[config.mk]
export PLATFORM = sky130hd
export DESIGN_NAME = clkdiv_seq
export DESIGN_NICKNAME = d
export VERILOG_FILES = /design/src/rtl/clkdiv_seq_pkg.sv /design/src/rtl/clkdiv_wait_timer.sv /design/src/rtl/clkdiv_refresh_calc.sv /design/src/rtl/clkdiv_seq.sv
export SDC_FILE = /design/constraint.sdc
export NUM_CORES = 1
export LEC_CHECK = 0
export BUFFER_PORTS_ARGS = -buffer_cell sky130_fd_sc_hd__buf_2
export CAP_MARGIN = 20
export CORE_UTILIZATION = 50
export DETAILED_ROUTE_END_ITERATION = 12
export GPL_ROUTABILITY_DRIVEN = 0
export HOLD_SLACK_MARGIN = 0.03
export MAX_ROUTING_LAYER = met4
export PLACE_DENSITY = 0.67
export SLEW_MARGIN = 0
export SYNTH_ARGS = -nofsm -noshare
export SYNTH_HDL_FRONTEND = slang
export SYNTH_SLANG_ARGS = --single-unit
[constraint.sdc]
create_clock -name clk -period 11.83 [get_ports clk]
set_input_delay 2.366 -clock clk [delete_from_list [all_inputs] [get_ports clk]]
set_output_delay 2.366 -clock clk [all_outputs]
set_load 0.02 [all_outputs]
[src/rtl/clkdiv_seq_pkg.sv]
package clkdiv_seq_pkg;

   localparam int unsigned NUM_RATIOS = 5;
   localparam int unsigned IDX_W      = 3;
   localparam int unsigned MODE_W     = 3;
   localparam int unsigned RC_W       = 7;
   localparam longint unsigned RC_INTERVAL_NS = 64'd7800;
   localparam longint unsigned RC_DEN_UNIT    = 64'd64_000_000_000;

   typedef enum logic [3:0] {
      S_IDLE, S_CALC, S_SRCLR, S_CNT, S_DRAIN, S_DIV, S_LOCK, S_SRSET, S_NEXT
   } seq_state_e;

   function automatic logic [MODE_W-1:0] idx_to_mode(input logic [IDX_W-1:0] idx);
      case (idx)
         3'd0:    return 3'b000;
         3'd1:    return 3'b001;
         3'd2:    return 3'b011;
         3'd3:    return 3'b010;
         default: return 3'b100;
      endcase
   endfunction

   function automatic logic [3:0] idx_to_ratio(input logic [IDX_W-1:0] idx);
      case (idx)
         3'd0:    return 4'd1;
         3'd1:    return 4'd2;
         3'd2:    return 4'd4;
         3'd3:    return 4'd6;
         default: return 4'd8;
      endcase
   endfunction

   function automatic int unsigned rc_value(input longint unsigned hz,
                                            input int unsigned ratio);
      return int'((hz * RC_INTERVAL_NS) / (RC_DEN_UNIT * longint'(ratio)));
   endfunction

   // Next intermediate index: jumps between 1 and >2 go through index 1.
   function automatic logic [IDX_W-1:0] step_toward(input logic [IDX_W-1:0] cur,
                                                    input logic [IDX_W-1:0] tgt);
      if ((cur == 3'd0 && tgt >= 3'd2) || (cur >= 3'd2 && tgt == 3'd0))
         return 3'd1;
      return tgt;
   endfunction

endpackage

[src/rtl/clkdiv_wait_timer.sv]
module clkdiv_wait_timer #(
   parameter int unsigned TW = 17
) (
   input  logic          clk,
   input  logic          rst_n,
   input  logic          load,
   input  logic [TW-1:0] value,
   output logic          expired
);
   logic [TW-1:0] cnt_q;

   always_ff @(posedge clk or negedge rst_n) begin
      if (!rst_n)                cnt_q <= '0;
      else if (load)             cnt_q <= value;
      else if (cnt_q != '0)      cnt_q <= cnt_q - 1'b1;
   end

   assign expired = (cnt_q == '0);

   assert_timer_down_R7: assert property (@(posedge clk) disable iff (!rst_n)
      (!load && cnt_q != '0) |=> (cnt_q == $past(cnt_q) - 1'b1));
endmodule

[src/rtl/clkdiv_refresh_calc.sv]
module clkdiv_refresh_calc
   import clkdiv_seq_pkg::*;
#(
   parameter longint unsigned BASE_HZ  = 64'd500_000_000,
   parameter bit              USE_ITER = 1'b0
) (
   input  logic             clk,
   input  logic             rst_n,
   input  logic             start,
   input  logic [IDX_W-1:0] idx,
   output logic             valid,
   output logic [RC_W-1:0]  count
);
   localparam longint unsigned NUM   = BASE_HZ * RC_INTERVAL_NS;
   localparam int unsigned     QW    = RC_W + 1;
   localparam int unsigned     BPW   = $clog2(QW);

   logic [RC_W-1:0] tab [NUM_RATIOS];
   for (genvar g = 0; g < NUM_RATIOS; g++) begin : g_tab
      assign tab[g] = RC_W'(rc_value(BASE_HZ, int'(idx_to_ratio(IDX_W'(g)))));
   end

   if (!USE_ITER) begin : g_lut
      logic            v_q;
      logic [RC_W-1:0] c_q;
      always_ff @(posedge clk or negedge rst_n) begin
         if (!rst_n) begin
            v_q <= 1'b0;
            c_q <= '0;
         end else begin
            v_q <= start;
            if (start) c_q <= tab[idx];
         end
      end
      assign valid = v_q;
      assign count = c_q;
   end else begin : g_iter
      logic [63:0]     rem_q, den_q;
      logic [QW-1:0]   q_q;
      logic [BPW-1:0]  bit_q;
      logic            run_q, v_q;
      logic [IDX_W-1:0] idx_q;
      logic [63:0]     shifted;

      assign shifted = den_q << bit_q;

      always_ff @(posedge clk or negedge rst_n) begin
         if (!rst_n) begin
            rem_q <= '0;
            den_q <= '0;
            q_q   <= '0;
            bit_q <= '0;
            run_q <= 1'b0;
            v_q   <= 1'b0;
            idx_q <= '0;
         end else begin
            v_q <= 1'b0;
            if (start) begin
               rem_q <= NUM;
               den_q <= RC_DEN_UNIT * 64'(idx_to_ratio(idx));
               q_q   <= '0;
               bit_q <= BPW'(QW - 1);
               run_q <= 1'b1;
               idx_q <= idx;
            end else if (run_q) begin
               if (rem_q >= shifted) begin
                  rem_q        <= rem_q - shifted;
                  q_q[bit_q]   <= 1'b1;
               end
               if (bit_q == '0) begin
                  run_q <= 1'b0;
                  v_q   <= 1'b1;
               end else begin
                  bit_q <= bit_q - 1'b1;
               end
            end
         end
      end

      assign valid = v_q;
      assign count = q_q[RC_W-1:0];

      assert_iter_exact_R2: assert property (@(posedge clk) disable iff (!rst_n)
         v_q |-> (q_q[QW-1] == 1'b0 && q_q[RC_W-1:0] == tab[idx_q]));
   end
endmodule

[src/rtl/clkdiv_seq.sv]
module clkdiv_seq
   import clkdiv_seq_pkg::*;
#(
   parameter longint unsigned BASE_CLK_HZ  = 64'd500_000_000,
   parameter int unsigned     LOCK_CYCLES  = 16,
   parameter bit              USE_ITER_DIV = 1'b0
) (
   input  logic             clk,
   input  logic             rst_n,
   input  logic             req,
   input  logic [2:0]       req_idx,
   output logic [2:0]       div_mode,
   output logic [6:0]       refresh_cnt,
   output logic             sref_en,
   output logic             busy,
   output logic             done,
   output logic             err
);
   localparam int unsigned RC_MAX    = (1 << RC_W) - 1;
   localparam int unsigned DRAIN_MAX = 64 * 2 * RC_MAX * 8;
   localparam int unsigned BIG       = (DRAIN_MAX > LOCK_CYCLES) ? DRAIN_MAX : LOCK_CYCLES;
   localparam int unsigned TW        = $clog2(BIG + 1);
   localparam logic [RC_W-1:0] RC_RESET = RC_W'(rc_value(BASE_CLK_HZ, 1));

   if (rc_value(BASE_CLK_HZ, 1) > RC_MAX) begin : g_chk_rate
      $error("BASE_CLK_HZ gives a refresh count wider than the field");
   end
   if (LOCK_CYCLES < 1) begin : g_chk_lock
      $error("LOCK_CYCLES must be at least 1");
   end

   seq_state_e        state;
   logic [IDX_W-1:0]  cur_idx, tgt_idx, stp_idx;
   logic              slow_q;
   logic [RC_W-1:0]   new_cnt;
   logic [MODE_W-1:0] mode_q;
   logic [RC_W-1:0]   rc_q;
   logic              sref_q, done_q, err_q;

   logic              accept, calc_start, calc_valid;
   logic [IDX_W-1:0]  calc_idx;
   logic [RC_W-1:0]   calc_count;
   logic              tmr_load, tmr_expired;
   logic [TW-1:0]     tmr_val, drain_val;

   assign accept = (state == S_IDLE) && req && (req_idx < IDX_W'(NUM_RATIOS))
                   && (req_idx != cur_idx);

   always_comb begin
      calc_start = accept || (state == S_NEXT && stp_idx != tgt_idx);
      calc_idx   = (state == S_IDLE) ? step_toward(cur_idx, req_idx)
                                     : step_toward(stp_idx, tgt_idx);
      drain_val  = TW'(((32'(new_cnt) + 32'(rc_q)) * 32'(idx_to_ratio(cur_idx))) << 6);
      tmr_load   = (state == S_DIV) || (state == S_CNT && slow_q && !sref_q);
      tmr_val    = (state == S_DIV) ? TW'(LOCK_CYCLES) : drain_val;
   end

   clkdiv_refresh_calc #(
      .BASE_HZ  (BASE_CLK_HZ),
      .USE_ITER (USE_ITER_DIV)
   ) u_calc (
      .clk   (clk),
      .rst_n (rst_n),
      .start (calc_start),
      .idx   (calc_idx),
      .valid (calc_valid),
      .count (calc_count)
   );

   clkdiv_wait_timer #(.TW(TW)) u_timer (
      .clk     (clk),
      .rst_n   (rst_n),
      .load    (tmr_load),
      .value   (tmr_val),
      .expired (tmr_expired)
   );

   always_ff @(posedge clk or negedge rst_n) begin
      if (!rst_n) begin
         state   <= S_IDLE;
         cur_idx <= '0;
         tgt_idx <= '0;
         stp_idx <= '0;
         slow_q  <= 1'b0;
         new_cnt <= RC_RESET;
         mode_q  <= idx_to_mode(3'd0);
         rc_q    <= RC_RESET;
         sref_q  <= 1'b0;
         done_q  <= 1'b0;
         err_q   <= 1'b0;
      end else begin
         done_q <= 1'b0;
         err_q  <= 1'b0;
         case (state)
            S_IDLE: begin
               if (req) begin
                  if (req_idx >= IDX_W'(NUM_RATIOS)) err_q <= 1'b1;
                  else if (req_idx == cur_idx)       done_q <= 1'b1;
                  else begin
                     tgt_idx <= req_idx;
                     stp_idx <= calc_idx;
                     state   <= S_CALC;
                  end
               end
            end
            S_CALC: begin
               if (calc_valid) begin
                  new_cnt <= calc_count;
                  slow_q  <= (stp_idx > cur_idx);
                  if (stp_idx > cur_idx)    state <= S_CNT;
                  else if (stp_idx == '0)   state <= S_SRCLR;
                  else                      state <= S_DIV;
               end
            end
            S_SRCLR: begin
               sref_q <= 1'b0;
               state  <= S_DIV;
            end
            S_CNT: begin
               rc_q <= new_cnt;
               if (!slow_q)      state <= S_NEXT;
               else if (!sref_q) state <= S_DRAIN;
               else              state <= S_DIV;
            end
            S_DRAIN: if (tmr_expired) state <= S_DIV;
            S_DIV: begin
               mode_q <= idx_to_mode(stp_idx);
               state  <= S_LOCK;
            end
            S_LOCK: begin
               if (tmr_expired) begin
                  if (!slow_q)              state <= S_CNT;
                  else if (cur_idx == '0)   state <= S_SRSET;
                  else                      state <= S_NEXT;
               end
            end
            S_SRSET: begin
               sref_q <= 1'b1;
               state  <= S_NEXT;
            end
            S_NEXT: begin
               cur_idx <= stp_idx;
               if (stp_idx == tgt_idx) begin
                  done_q <= 1'b1;
                  state  <= S_IDLE;
               end else begin
                  stp_idx <= calc_idx;
                  state   <= S_CALC;
               end
            end
            default: state <= S_IDLE;
         endcase
      end
   end

   assign div_mode    = mode_q;
   assign refresh_cnt = rc_q;
   assign sref_en     = sref_q;
   assign busy        = (state != S_IDLE);
   assign done        = done_q;
   assign err         = err_q;

   // Settling-window tracker for the lock check.
   logic [MODE_W-1:0] seen_mode;
   logic [TW-1:0]     lock_age;
   always_ff @(posedge clk or negedge rst_n) begin
      if (!rst_n) begin
         seen_mode <= idx_to_mode(3'd0);
         lock_age  <= TW'(LOCK_CYCLES);
      end else begin
         seen_mode <= div_mode;
         if (div_mode != seen_mode)          lock_age <= '0;
         else if (lock_age < TW'(LOCK_CYCLES)) lock_age <= lock_age + 1'b1;
      end
   end

   assert_mode_legal_R1: assert property (@(posedge clk) disable iff (!rst_n)
      div_mode inside {3'b000, 3'b001, 3'b011, 3'b010, 3'b100});
   assert_sref_off_at_one_R3: assert property (@(posedge clk) disable iff (!rst_n)
      (div_mode == 3'b000) |-> !sref_en);
   assert_sref_rise_R4: assert property (@(posedge clk) disable iff (!rst_n)
      $rose(sref_en) |-> (div_mode == 3'b001));
   assert_leave_one_R5: assert property (@(posedge clk) disable iff (!rst_n)
      ($past(div_mode) == 3'b000 && div_mode != 3'b000) |-> (div_mode == 3'b001));
   assert_reach_one_R5: assert property (@(posedge clk) disable iff (!rst_n)
      ($past(div_mode) inside {3'b011, 3'b010, 3'b100}) |-> (div_mode != 3'b000));
   assert_lock_hold_R7: assert property (@(posedge clk) disable iff (!rst_n)
      (lock_age < TW'(LOCK_CYCLES)) |-> ($stable(refresh_cnt) && $stable(sref_en) && !done));
   assert_err_idle_R10: assert property (@(posedge clk) disable iff (!rst_n)
      err |-> (!busy && !done && $stable(div_mode)));
   assert_done_pulse_R11: assert property (@(posedge clk) disable iff (!rst_n)
      done |=> !done);
endmodule

Yosys cells after proc, flatten, opt, wreduce, memory -nomap -nowiden
Memories as Yosys holds them, arrays and structs flattened. A register that Yosys moved wholly into a read port is not among the register bits.
Index checks and enable logic that the tools add are counted.
W data, S select, Z words.
Storage, ports and cells
  memories: 1
  ROM bits: 56
  memory bits (writable): 0
  bits in latches: 0
  register bits after elaboration: 52
Memories
  (no name shown): words 8, bits a word 7, read ports 1, clocked after memory_dff 1, wr ports 0, RTL line clkdiv_refresh_calc.sv:32  | if (start) c_q <= tab[idx];
Cells by class
  bitwise logic cells: 3
  add/subtract/negate cells: 2
  $lt $le $gt $ge: 7
  equality and inequality tests: 25
  multipliers: 1
  muxes and demuxes: 40
  div/mod/pow operators: 0
  reduce and logical (&&, ||, !) cells: 31
  shifts and indexed selects: 0
Operators by type and width (count)
  $mux W17: 3
  $mux W4: 9
  $pmux W4 S9: 1
  $mux W3: 11
  $logic_not A17 Y1: 1
  $reduce_bool A17 Y1: 1
  $sub A17 B1 Y17 const B: 1
  $eq A4 B3 Y1 const B: 4
  $pmux W4 S4: 1
  $eq A3 B2 Y1 const B: 4
  $ge A3 B2 Y1 const B: 4
  $logic_not A3 Y1: 4
  $ne A2 B2 Y1 const B: 6
  $pmux W3 S4: 1
  $mul A8 B4 Y11: 1
  $mux W1: 11
  $logic_and A1 B1 Y1: 10
  $add A7 B7 Y8: 1
  $eq A4 B2 Y1 const B: 2
  $eq A3 B1 Y1 const B: 2
  $eq A3 B3 Y1: 2
  $ne A3 B3 Y1: 2
  $pmux W3 S2: 1
  $reduce_and A6 Y1: 1
  other kinds (17): 25

Longest topological paths before layout
Gate-level depths: netlist (run 1).
  depth in word-level cells: 10
  depth in mapped cells: 17
  gate-level depth less buffers: 16

By module
From an unflattened synthesis (run 1), not the netlist that was laid out.
Second synthesis, totals
  cells, all modules: 508
  area total of the unflattened synthesis: 4556.9 um^2
By module, submodules not included
  clkdiv_seq: area each 3219.3 um^2, times used 1, cells each 369
  clkdiv_wait_timer: area each 1054.8 um^2, times used 1, cells each 116
  clkdiv_refresh_calc: area each 282.8 um^2, times used 1, cells each 23

Worst setup path after synthesis (run 1)
Ideal clock, no wire load.
  path type: reg-to-reg
  from: reg rc_q[1], in the netlist refresh_cnt[1]
  to: reg u_timer.cnt_q[15]
  setup slack: 7.533 ns
  stages on the path, launching flop included: 17
  data arrival time: 4.201 ns
  library setup time: 0.095 ns
  required time: 11.735 ns
  path through: dfrtp_1 -> ha_1 -> a21o_1 -> a21o_1 -> a21oi_1 -> mux2i_1 -> a211o_1 -> fa_1 -> inv_1 -> fa_1 -> inv_1 -> ha_1 -> and3_1 -> a22oi_1 -> or3_1 -> a31o_2 -> o31ai_1
On the way
  longest elaborated chain between the ends: 4
RTL lines
  start: declaration: RTL line clkdiv_seq.sv:37  | logic [RC_W-1:0] rc_q;
  start signal: assignment: RTL line clkdiv_seq.sv:120  | rc_q <= new_cnt;
  $add A7 B7 Y8: RTL line clkdiv_seq.sv:53  | drain_val = TW'(((32'(new_cnt) + 32'(rc_q)) * 32'(idx_to_ratio(cur_idx))) << 6);
  $mul A8 B4 Y11: RTL line clkdiv_seq.sv:53
  $mux W17: RTL line clkdiv_seq.sv:55  | tmr_val = (state == S_DIV) ? TW'(LOCK_CYCLES) : drain_val;
  $mux W17: RTL line clkdiv_wait_timer.sv:14  | else if (load) cnt_q <= value;
  end signal: assignment: RTL line clkdiv_wait_timer.sv:14
  end signal: assignment: RTL line clkdiv_wait_timer.sv:15  | else if (cnt_q != '0) cnt_q <= cnt_q - 1'b1;
  end: declaration: RTL line clkdiv_wait_timer.sv:10  | logic [TW-1:0] cnt_q;
Every way passes these cells.
A chain may end at the register's enable or synchronous reset.

Worst setup path in the final report (run 1)
Same ends and word-level chain as after synthesis.

==> results of run 1 <==
[tightest hold or removal path, cell delays in order (launching register included)]
cell and delay, ns:
dfstp_2 0.39, nand2_1 0.05, o21ai_1 0.05
[per-stage QoR]
stage | setup slack [ns] | area [sq um]
floorplan | 7.53 | 4220
CTS | 7.28 | 4460
detailed placement | 7.31 | 4370
global route | 7.04 | 4470
global placement | 7.47 | 4370
finish | 7.25 | 4470
[flip-flops by register name (all words and copies together), names as in the netlist]
signal / count
stp_idx: 3
done: 1
new_cnt: 6
u_timer.cnt_q: 17
u_calc.valid: 1
u_calc.count: 6
cur_idx: 3
sref_en: 1
tgt_idx: 3
state: 4
refresh_cnt: 6
err: 1
div_mode: 3
slow_q: 1
[layout make-up]
class	count	area share [%]
multi-input cells	348	58.3
clock buffers	5	1.54
clock inverters	3	0.476
flip-flops and latches	56	31.6
inverters	31	2.61
repair buffers	21	2.52
well taps	105	2.94
[power by group through the flow]
stage / Combinational, uW / Clock (uW) / Sequential [uW]
2_1_floorplan: 687 / 0 / 352
3_3_place_gp: 822 / 0 / 376
3_5_place_dp: 843 / 0 / 380
4_1_cts: 853 / 111 / 376
5_1_grt: 961 / 118 / 391
6_report: 854 / 107 / 376
[layer usage]
layer | track usage [%] | vias up
li1 | - | 1643
met1 | 28.4 | 1596
met2 | 34.7 | 39
met3 | 3.80 | 10
met4 | 5.13 | 0
met5 | - | -
[cell families (layout without fill, tap and decap cells)]
logic type | after synthesis | count (layout) | synth area share [%]
compound gates | 115 | 115 | 19.5
xor+xnor | 20 | 20 | 4.15
fa+ha+maj | 36 | 36 | 12.6
buf+inv | 49 | 60 | 4.95
flops | 56 | 56 | 33.5
mux | 19 | 19 | 4.95
other cells | 1 | 1 | 0.0889
simple gates | 157 | 157 | 20.3
[layout by cell type, fill, tap and decap left out, types with 4 or more instances in the layout]
master and n:
buf_2 18, and2_1 7, a211oi_1 4, xnor2_1 11, dfrtp_1 48, nor2b_1 7, a21oi_1 24, mux2_2 10
nor3_1 11, o21ai_1 7, inv_1 30, nor4_1 5, xor2_1 9, o21ai_0 10, nand2_1 34, o21bai_1 4
dfstp_2 8, or3_1 5, a21o_1 10, fa_1 11, clkbuf_8 5, nand3_1 7, ha_1 25, nand2b_1 8
nor2_1 46, mux2i_1 4, o21a_1 7, mux2_1 5, o31ai_1 7
[worst paths after layout]
check                                                end  slack (ns)  cells past startpoint
max reg2reg                u_timer.cnt_q[15]$_DFFE_PN0P_        7.25                     16
min in group asynchronous  u_timer.cnt_q[12]$_DFFE_PN0P_        2.18                      2
min                               new_cnt[4]$_DFFE_PN1P_        0.49                      2
max in group asynchronous         new_cnt[1]$_DFFE_PN0P_        9.19                      2
min reg2reg                       new_cnt[4]$_DFFE_PN1P_        0.49                      2
max                        u_timer.cnt_q[15]$_DFFE_PN0P_        7.25                     16
==> metrics.md, run 1 <==
| Metric | Value |
|---|---|
| Initial antenna violation count | `0` |
| Slew Viols, Final | `0` |
| Crit path max fanout | `5` |
| Cells after Synth | `453` |
| Synth Flop Type | `dfrtp_1` |
| Max VDD drop | `0.000134 V` |
| CP required | `12.04 ns` |
| Drt first-iter violations | `180` |
| Port bufs | `18` |
| Share of layout cells above drive strength 1 | `14.2%` |
| Wire per inst | `15.5 microns` |
| Post-synth top cells | `dfrtp_1, nor2_1, nand2_1, inv_1, ha_1` |
| Worst Hold Class | `reg2reg` |
| WP buf/inv | `2` |
| Layout overhead on the synthesized area | `5.87%` |
| Met2 Routed Length | `4270 microns` |
| First-pass GRT wire length | `14800 microns` |
| DR DRC count | `0` |
| GRT overflow | `0` |
| Insertion delay to the later sink of the worst-skew pair | `0.31 ns` |
| Top routing layer in use | `met4` |
| Fin crit share | `38.7%` |
| Die Height | `93.8 microns` |
| Final setup TNS | `0 ns` |
| Sw Share | `50.1%` |
| Multi-input logic area | `2600 sq um` |
| H-tree depth | `2` |
| Internal | `667 uW` |
| Status | `completed` |
| Root buf cell | `clkbuf_8` |
| Skew final | `0.00774 ns` |
| Routed Antenna Nets | `0` |
| Core area | `8180 sq um` |
| Post-synth EDFFs | `0` |
| Crit path cell chain | `ha_1 -> a21o_1 -> a21o_1 -> a21oi_1 -> mux2i_1 -> a211o_1 -> fa_1 -> inv_1 -> fa_1 -> inv_1 -> ha_1 -> and3_1 -> a22oi_1 -> or3_1 -> a31o_2 -> o31ai_1` |
| Inst Count DP | `560` |
| Number of distinct library cells after synthesis | `73` |
| Setup crit start | `refresh_cnt[1]$_DFFE_PN0N_` |
| Post-synth top area share | `28.5%` |
| Post-CTS Setup Repair Bufs | `0` |
| Starting density of the core | `51.6%` |
| Headroom to the max-slew limit | `39.8%` |
| Final Hold Violating Endpoints | `0` |
| Register area | `1410 sq um` |
| Ranking of synthesized cells by area | `dfrtp_1, ha_1, fa_1, dfstp_2, nor2_1` |
| Element type at the critical path start | `flop` |
| Clock Power Share | `8.0%` |
| Die X | `93.8 microns` |
| Post_cts resized | `0` |
| Via count of the first global-routing pass | `3225` |
| Synthesized flop and latch total | `56` |
| Clock sink count | `56` |
| Ys async rst share | `100%` |
| CP arrival | `4.79 ns` |
| Top-count cell post-synth | `dfrtp_1` |
| NumNets Final | `505` |
| Io pins | `20` |
| Final WL | `8810 microns` |
| Metal-1 WL | `4170 microns` |
| Final Util | `54.6%` |
| MaxCap Viol Count | `0` |
| Met3 routed WL | `266 microns` |
| Via count | `3288` |
| Clock-pin slew on the worst setup and hold paths | `0.10 ns` |
| P_sw | `670 uW` |
| Largest net degree at the start of global routing | `57` |
| Top Family by Delay on Critical Path | `adder cells` |
| RSZ-0062 raised after global routing | `no` |
| # rows | `33` |
| Slew at the pin closest to its max-slew limit | `0.896 ns` |
| Synthesized area per cell | `9.31 sq um` |
| DIE AREA | `8810 sq um` |
| Inserted Clock Buffers | `5` |
| Mapped Nets | `495` |
| Final min period | `4.58 ns` |
| Overall power | `1340 uW` |
| Layout filler cell count | `732` |
| Sequential share of power | `28.1%` |
| Crit path largest cell delay | `0.52 ns` |
| Static Leak | `0.00198 uW` |
| GRT Overall Usage | `21.6%` |
| WHS | `0.488 ns` |
| Max Clock Freq | `219 MHz` |
| Combinational power share | `63.9%` |
| HP Start | `new_cnt[4]$_DFFE_PN1P_` |
| Hold-fix buffers, CTS | `0` |
| Reg2reg start | `refresh_cnt[1]$_DFFE_PN0N_` |
| Vias per cell | `5.78` |
| Cell Area, Synth | `4220 sq um` |
| Ant diodes | `0` |
| Crit. End Element | `flop` |
| Yosys warning count | `0` |
| Initial DRT Pass Iterations | `4` |
| Register area share after synthesis | `33.5%` |
| Synth area leader | `dfrtp_1` |
| Power Density | `299 nW/um^2` |
| # setup viols final | `0` |
| Hpwl dp | `6690 microns` |
| CTS tree | `built` |
| Slowest-stage cell, CP | `fa_1` |
| Critical setup path kind | `reg2reg` |
| Max Root-Sink Buffers | `2` |
| Post-Layout Cell Count | `569` |
(Power assumes the default switching activity.)
==> run 2, diff against run 1 <==
--- a/config.mk
+++ b/config.mk
@@ -12,7 +12,7 @@
 export GPL_ROUTABILITY_DRIVEN = 0
 export HOLD_SLACK_MARGIN = 0.03
 export MAX_ROUTING_LAYER = met4
-export PLACE_DENSITY = 0.67
+export PLACE_DENSITY = 0.7
 export SLEW_MARGIN = 0
 export SYNTH_ARGS = -nofsm -noshare
 export SYNTH_HDL_FRONTEND = slang
==> constraint.sdc (replaced) <==
create_clock -name clk -period 3.66 [get_ports clk]
set_input_delay 0.732 -clock clk [delete_from_list [all_inputs] [get_ports clk]]
set_output_delay 0.732 -clock clk [all_outputs]
set_load 0.02 [all_outputs]
==> run 2 against run 1 <==
Net effect: the flow now finishes with violations (setup timing); largest power group unchanged; clock skew grew 0.0042 ns; maximum frequency rose by 15%; combinational power grew to 4.5 times the previous value; sequential share of layout area down 3.3 points; clock power rose to 3.4 times the previous value; global-route usage grew 1.7 points; die area stayed put; utilization grew 6.5 points; first-iteration DRC count is 26% lower; sequential cell count unchanged; highest routed layer unchanged; critical endpoint is now u_timer.cnt_q[16]$_DFFE_PN0P_.
==> metrics.md, run 2 (synthesized netlist as in run 1, its figures left out) <==
| Metric | Value |
|---|---|
| Status | `complete, but fails checks` |
| Failing checks | `setup timing` |
| Hpwl dp | `7220 microns (+8.0%)` |
| Clock sink count | `56 (unchanged)` |
| Static Leak | `0.00222 uW (+12%)` |
| Reg2Reg Depth | `16 (unchanged)` |
| Commonest non-fill, non-tap cells in the layout | `nor2_1, dfrtp_1, buf_4, nand2_1, inv_1` |
| GRT overflow | `0 (unchanged)` |
| Max reg flops | `17 (unchanged)` |
| GRT Overall Usage | `23.2% (+1.7 points)` |
| Reg2reg start | `new_cnt[1]$_DFFE_PN0P_` |
| Skew final | `0.0119 ns (+0.00421 ns)` |
| H-tree depth | `2 (unchanged)` |
| Drt first-iter violations | `134 (-26%)` |
| WP buf/inv | `2 (unchanged)` |
| Crit path cell chain | `ha_4 -> a21o_1 -> a21o_1 -> a21oi_4 -> mux2i_1 -> a211o_1 -> fa_1 -> inv_1 -> fa_1 -> inv_2 -> ha_4 -> o21a_1 -> o31a_1 -> o211ai_1 -> a2111oi_1 -> nand3b_1` |
| Clock-pin slew on the worst setup and hold paths | `0.11 ns (about the same)` |
| CP arrival | `4.23 ns (-0.56 ns)` |
| Layout overhead on the synthesized area | `18.5%` |
| MaxCap Viol Count | `0 (unchanged)` |
| Final min period | `3.98 ns (-0.594 ns)` |
| M3 GR Usage | `2.75% (-1.1 points)` |
| CTS tree | `built` |
| DIE AREA | `8810 sq um (unchanged)` |
| Top reg by flops | `u_timer.cnt_q` |
| Max VDD drop | `0.000550 V (+310%)` |
| Slew at the pin closest to its max-slew limit | `0.690 ns (-0.206 ns)` |
| Via count | `3499 (+6.4%)` |
| # setup viols final | `5 (+5)` |
| First-pass GRT wire length | `15900 microns (+6.9%)` |
| Final Util | `61.1% (+6.5 points)` |
| Top Family by Delay on Critical Path | `compound AO/OA/AOI/OAI gates` |
| Root buf cell | `clkbuf_8` |
| Max Clock Freq | `251 MHz (+15%)` |
| Power Density | `1080 nW/um^2 (+260%)` |
| Die X | `93.8 microns (unchanged)` |
| R2r endpoint | `u_timer.cnt_q[16]$_DFFE_PN0P_` |
| CP required | `3.91 ns (-8.13 ns)` |
| Routed Antenna Nets | `0 (unchanged)` |
| Insertion delay to the later sink of the worst-skew pair | `0.31 ns (about the same)` |
| Most used routing layer | `met2` |
| Crit path largest cell delay | `0.53 ns (about the same)` |
| Max Root-Sink Buffers | `2 (unchanged)` |
| Crit path max fanout | `4 (-1)` |
| Element type at the critical path start | `flop` |
| Setup ws final | `-0.322 ns (-7.58 ns)` |
| Met2 GRT Util | `41.8% (+7.1 points)` |
| Largest net degree at the start of global routing | `47 (-18%)` |
| Initial DRT Pass Iterations | `4 (unchanged)` |
| Ant diodes | `0 (unchanged)` |
| Via count of the first global-routing pass | `3471 (+7.6%)` |
| Die Height | `93.8 microns (unchanged)` |
| Slowest-stage cell, CP | `fa_1` |
| Fin crit share | `109% (+70 points)` |
| Flop2flop setup slack | `-0.32 ns (-7.58 ns)` |
| NumNets Final | `547 (+8.3%)` |
| Final Hold Violating Endpoints | `0 (unchanged)` |
| Slew Viols, Final | `0 (unchanged)` |
| Port bufs | `18 (unchanged)` |
| Core area | `8180 sq um (unchanged)` |
| Share of layout cells above drive strength 1 | `27.1% (+13 points)` |
| Overall power | `5390 uW (+300%)` |
| Worst Hold Class | `in2async` |
| Final WL | `9410 microns (+6.8%)` |
| Initial antenna violation count | `0 (unchanged)` |
| RSZ-0062 raised after global routing | `yes` |
| Inserted Clock Buffers | `5 (unchanged)` |
| Starting density of the core | `51.6% (unchanged)` |
| Wire per inst | `15.4 microns (-0.55%)` |
| Met1 GRT Util | `28.1% (-0.29 points)` |
| Io pins | `20 (unchanged)` |
| Vias per cell | `5.73 (-0.90%)` |
| # rows | `33 (unchanged)` |
| Final setup TNS | `-1.16 ns (-1.16 ns)` |
| Crit. End Element | `flop` |
| Headroom to the max-slew limit | `53.9% (+14 points)` |
| DR DRC count | `0 (unchanged)` |
| Critical setup path kind | `reg2reg` |
run 2: cell count changes in the layout (fill, tap and decap cells not counted), moves of 3 or more:
cell | before | now
inv_2 | 1 | 4
ha_1 | 25 | 19
ha_4 | 0 | 6
xnor2_1 | 11 | 8
inv_1 | 30 | 27
dfrtp_2 | 0 | 3
dfrtp_1 | 48 | 45
buf_4 | 2 | 42
run 2: worst reg2reg max path: stages, from the launching register on:
cell,delay (ns)
dfrtp_2,0.45
ha_4,0.25
a21o_1,0.16
a21o_1,0.22
a21oi_4,0.16
mux2i_1,0.09
a211o_1,0.25
fa_1,0.50
inv_1,0.06
fa_1,0.53
inv_2,0.05
ha_4,0.27
o21a_1,0.11
o31a_1,0.19
o211ai_1,0.12
a2111oi_1,0.36
nand3b_1,0.16
run 2: how the worst max path moves through the flow:
stage / cells after the start / endpoint / from / slack (ns)
3_5_place_dp: 16 / u_timer.cnt_q[16]$_DFFE_PN0P_ / new_cnt[0]$_DFFE_PN0P_ / -0.32
3_3_place_gp: 16 / u_timer.cnt_q[15]$_DFFE_PN0P_ / refresh_cnt[0]$_DFFE_PN0N_ / -0.20
2_1_floorplan: 15 / u_timer.cnt_q[15]$_DFFE_PN0P_ / refresh_cnt[2]$_DFFE_PN1N_ / -0.22
6_report: 16 / u_timer.cnt_q[16]$_DFFE_PN0P_ / new_cnt[1]$_DFFE_PN0P_ / -0.32
5_1_grt: 16 / u_timer.cnt_q[16]$_DFFE_PN0P_ / new_cnt[1]$_DFFE_PN0P_ / -0.45
4_1_cts: 16 / u_timer.cnt_q[16]$_DFFE_PN0P_ / new_cnt[0]$_DFFE_PN0P_ / -0.32
run 2: stage by stage:
stage	setup WS (ns)	instance area, sq um	hold slack, ns	std cells
after floorplan	-0.216	4320	0.436	453
after global placement	-0.201	4750	0.457	598
after detailed placement	-0.320	4750	0.467	598
after CTS	-0.324	4880	0.485	608
after global routing	-0.450	5000	0.230	611
final	-0.322	5000	0.233	611
run 2: area by class of cell:
cell class              instances  area [sq um]
clock buffers                   6          82.6
clock inverters                 2          13.8
fillers                       689          3180
inverters                      31           116
multi-input cells             348          2790
flip-flops and latches         56          1420
well taps                     105           131
repair buffers                 63           448
run 2: repair_timing:
action	4_1_cts	5_1_grt
pin swaps	3	9
endpoints found under the setup margin	6	7
gates resized for setup	4	16
hold buffers	0	0
buffers inserted	2	2
run 2: routing by layer:
| metal | wire [microns] | vias up |
|---|---|---|
| met4 | 125 | 0 |
| met2 | 4870 | 58 |
| met3 | 245 | 10 |
| met5 | 0 | - |
| li1 | - | 1729 |
| met1 | 4170 | 1702 |
run 2: where the power goes:
part	switching, uW	leakage (uW)	total [uW]	internal (uW)
Combinational	1950	0.00148	3820	1870
Sequential	316	0.000686	1200	884
Clock	210	0.0000516	365	156
Total	2480	0.00222	5390	2910
